**src/rtl/pair_issue.sv**
```systemverilog
module pair_issue #(
  parameter int REG_W = 3
) (
  input  logic             clk,
  input  logic             rst_n,
  input  logic             a_valid,
  input  logic [2:0]       a_class,
  input  logic [REG_W-1:0] a_dst,
  input  logic             a_wr,
  input  logic [REG_W-1:0] a_src0,
  input  logic [REG_W-1:0] a_src1,
  input  logic             b_valid,
  input  logic [2:0]       b_class,
  input  logic [REG_W-1:0] b_dst,
  input  logic             b_wr,
  input  logic [REG_W-1:0] b_src0,
  input  logic [REG_W-1:0] b_src1,
  output logic             issue_u,
  output logic             issue_v,
  output logic             hold_b
);
  localparam logic [2:0] CL_INT = 3'd0;
  localparam logic [2:0] CL_SHF = 3'd1;
  localparam logic [2:0] CL_FPS = 3'd3;
  localparam logic [2:0] CL_XCH = 3'd4;

  logic a_unused;
  assign a_unused = ^{a_src0, a_src1};

  logic int_ok, xch_ok, raw, waw, pair;
  assign int_ok = (b_class == CL_INT) && (a_class == CL_INT || a_class == CL_SHF);
  assign xch_ok = (b_class == CL_XCH) && (a_class == CL_FPS);
  assign raw    = a_wr && (b_src0 == a_dst || b_src1 == a_dst);
  assign waw    = a_wr && b_wr && (a_dst == b_dst);
  assign pair   = a_valid && b_valid && (int_ok || xch_ok) && !raw && !waw;

  always_ff @(posedge clk) begin
    if (!rst_n) begin
      issue_u <= 1'b0;
      issue_v <= 1'b0;
      hold_b  <= 1'b0;
    end else begin
      issue_u <= a_valid;
      issue_v <= pair;
      hold_b  <= b_valid && !pair;
    end
  end

  a_r9_v_needs_u: assert property (@(posedge clk) disable iff (!rst_n)
    issue_v |-> issue_u);
  a_r9_v_or_hold: assert property (@(posedge clk) disable iff (!rst_n)
    !(issue_v && hold_b));
  a_r3_no_shift_v: assert property (@(posedge clk) disable iff (!rst_n)
    issue_v |-> $past(b_class) != CL_SHF);
  a_r5_xch_after_fp: assert property (@(posedge clk) disable iff (!rst_n)
    (issue_v && $past(b_class) == CL_XCH) |-> $past(a_class) == CL_FPS);
  a_r4_v_class: assert property (@(posedge clk) disable iff (!rst_n)
    issue_v |-> ($past(b_class) == CL_INT || $past(b_class) == CL_XCH));
  a_r7_no_raw: assert property (@(posedge clk) disable iff (!rst_n)
    issue_v |-> !($past(a_wr) && ($past(b_src0) == $past(a_dst) || $past(b_src1) == $past(a_dst))));
  a_r8_no_waw: assert property (@(posedge clk) disable iff (!rst_n)
    issue_v |-> !($past(a_wr) && $past(b_wr) && $past(b_dst) == $past(a_dst)));
endmodule

```
**config.mk**
```make
export PLATFORM = sky130hd
export DESIGN_NAME = pair_issue
export DESIGN_NICKNAME = d
export VERILOG_FILES = /design/src/rtl/pair_issue.sv
export SDC_FILE = /design/constraint.sdc
export NUM_CORES = 1
export LEC_CHECK = 0
export BUFFER_PORTS_ARGS = -buffer_cell sky130_fd_sc_hd__buf_2
export CAP_MARGIN = 20
export CORE_AREA = 2 2 39 41
export DETAILED_ROUTE_END_ITERATION = 7
export DIE_AREA = 0 0 41 43
export GPL_TIMING_DRIVEN = 0
export PLACE_DENSITY = 0.53
export SLEW_MARGIN = 20
export SYNTH_ARGS = -nofsm -noshare
export SYNTH_HDL_FRONTEND = slang
export SYNTH_SLANG_ARGS = --single-unit
```
**constraint.sdc**
```tcl
create_clock -name clk -period 0.9 [get_ports clk]
set_input_delay 0.045 -clock clk [delete_from_list [all_inputs] [get_ports clk]]
set_output_delay 0.045 -clock clk [all_outputs]
set_load 0.02 [all_outputs]
```
==> results.json <==
{
  "final_cells": 70,
  "slew_viol_final": 0,
  "period_minus_slack_ps": 731,
  "hpwl_um": 521,
  "clock-root-buffer": "clkbuf_4",
  "ys_types": 14,
  "route.antenna.remaining_nets": 0,
  "whs_path_depth": 2,
  "final_core_util_pct": 28.9,
  "path_max_fanout": 3,
  "cp_cell_sequence": "buf_2, xnor2_1, and4_4, o31ai_2, and3_1",
  "n_fill_cell": 164,
  "hold_class": "input port to flop",
  "cts_setup_buffers": 0,
  "place_inst": 66,
  "cts_hold_buf": 0,
  "finalHoldViolations": 0,
  "start_kind": "input port",
  "final_common_cell": "buf_2",
  "port-buffer-count": 26,
  "peakVddDrop_mv": 0.197,
  "synth_top_area_share_pct": 26.8,
  "place_congestion": 0.626,
  "slowest_delay_ps": 250,
  "drc": 0,
  "antenna_found_initial": 0,
  "final_cell_area_um2": 400,
  "cp_top_family": "simple AND/OR/NAND/NOR gates",
  "start_util_pct": 16.2,
  "crit_type": "input port to flop",
  "slew_headroom_pct": 86.7,
  "diodes": 0,
  "cts_resized": 0,
  "fin_nets": 85,
  "rsz0062_at_grt": "false",
  "hp-start": "a_valid",
  "syn_area_um2": 224,
  "cts_tree": "built",
  "whs_ps": 27.6,
  "track_usage_pct": 7.09,
  "synth_nets": 54,
  "syn_avg_cell_area_um2": 9.33,
  "vias": 278,
  "die_x_um": 41,
  "grt_max_degree": 4,
  "via_per_inst": 3.97,
  "fmax_mhz": 1370,
  "clock-sinks": 3,
  "grt_pass1_vias": 245,
  "wl_per_cell_um": 8.31,
  "synth-warning-count": 0,
  "min_to": "issue_u",
  "drtIter0Drc": 2,
  "ios": 33,
  "path_depth": 5,
  "syn_to_final_growth_pct": 78.8,
  "crit_path_end_kind": "flop",
  "period_share_pct": 81.2,
  "rows": 14,
  "cpMaxStageDelayCell": "o31ai_2",
  "synth.area.top_cells": "dfxtp_1 (27%), xor2_1 (23%), xnor2_1 (12%)",
  "die_area_mm2": 0.00176,
  "die_h_um": 43,
  "yosysSeqAreaShare_pct": 26.8,
  "power.density_mw_per_mm2": 1250,
  "numCtsBuffers": 3,
  "setup-violations-final": 0,
  "required_ps": 1080,
  "outcome": "finished clean",
  "firstDrtPassIters": 2,
  "power.leakage_nw": 0.209,
  "path_clk_slew_ps": 40,
  "layout_common_cells": "buf_2 (26), xor2_1 (6), xnor2_1 (3), clkbuf_4 (3), dfxtp_1 (3)",
  "synth.largest_area_cell": "dfxtp_1",
  "placed_area_um2": 374,
  "drv_cap": 0,
  "routed_wl_um": 582,
  "postSynthRegisterBits": 3,
  "core_mm2": 0.00138,
  "arrival_ps": 910,
  "htreeDepth": 1,
  "grt-ovfl-total": 0,
  "crit_buf_inv": 1,
  "cts.path.max_buffers": 2,
  "grt_pass1_wl_um": 855,
  "tightest_slew_ps": 197,
  "drive_gt1_share_pct": 59.3,
  "synthCells": 24
}
==> how the worst max path moves through the flow <==
stage,start,endpoint
after global routing,a_dst[1],issue_v
after detailed placement,a_dst[1],issue_v
after CTS,issue_u,issue_u
after floorplan,b_dst[1],issue_v
after global placement,a_dst[1],issue_v
final,a_dst[1],issue_v
==> layer usage <==
| metal | up-vias | part of all wire (%) | global-route usage, % |
|---|---|---|---|
| met5 | - | 0 | 0 |
| met4 | 0 | 0 | 6.00 |
| met3 | 0 | 10 | 1.57 |
| met2 | 14 | 54 | 11.6 |
| met1 | 119 | 36 | 6.96 |
| li1 | 145 | - | - |
==> power by group <==
group / internal [mW] / total [mW] / switching (mW)
clock: 0.166 / 0.235 / 0.0690
sequential: 0.139 / 0.140 / 0.000877
combinational: 0.0721 / 0.128 / 0.0555
==> layout make-up <==
| cell class | instances | area, um2 | share of cell area (%) |
|---|---|---|---|
| clock buffer | 4 | 26.3 | 6.56 |
| sequential | 3 | 60.1 | 15.0 |
| timing repair buffer | 26 | 130 | 32.5 |
| tap | 16 | 20.0 | 5.00 |
| multi-input combinational | 21 | 164 | 40.9 |
==> sequential cells by signal (all words and copies together), names as in the netlist <==
register,count
hold_b,1
issue_u,1
issue_v,1
==> synth_stat cells <==
cell type  number
and4_4          1
dfxtp_1         3
xor2_1          6
o31ai_2         1
o21ai_0         1
nand3_1         1
and3_1          2
a21oi_1         1
nor3_2          1
and2_1          1
xnor2_1         3
nor4b_1         1
nand2_1         1
nor3_1          1
==> through the flow <==
step	setup TNS [ps]	power, mW	setup slack, ps
floorplan	0	0.201	113
global placement	-160	0.270	-89.6
detailed placement	-144	0.271	-80.4
CTS	0	0.519	164
global route	0	0.548	102
finish	0	0.502	169
==> kinds of logic (layout without fill, tap and decap cells) <==
logic type | after synthesis | after routing | synth area share, %
flip-flops | 3 | 3 | 26.8
buffers and inverters | 0 | 30 | 0
AO/OA/AOI/OAI | 3 | 3 | 10.1
AND/OR/NAND/NOR | 9 | 9 | 27.9
XOR/XNOR | 9 | 9 | 35.2
(Power assumes the default switching activity.)
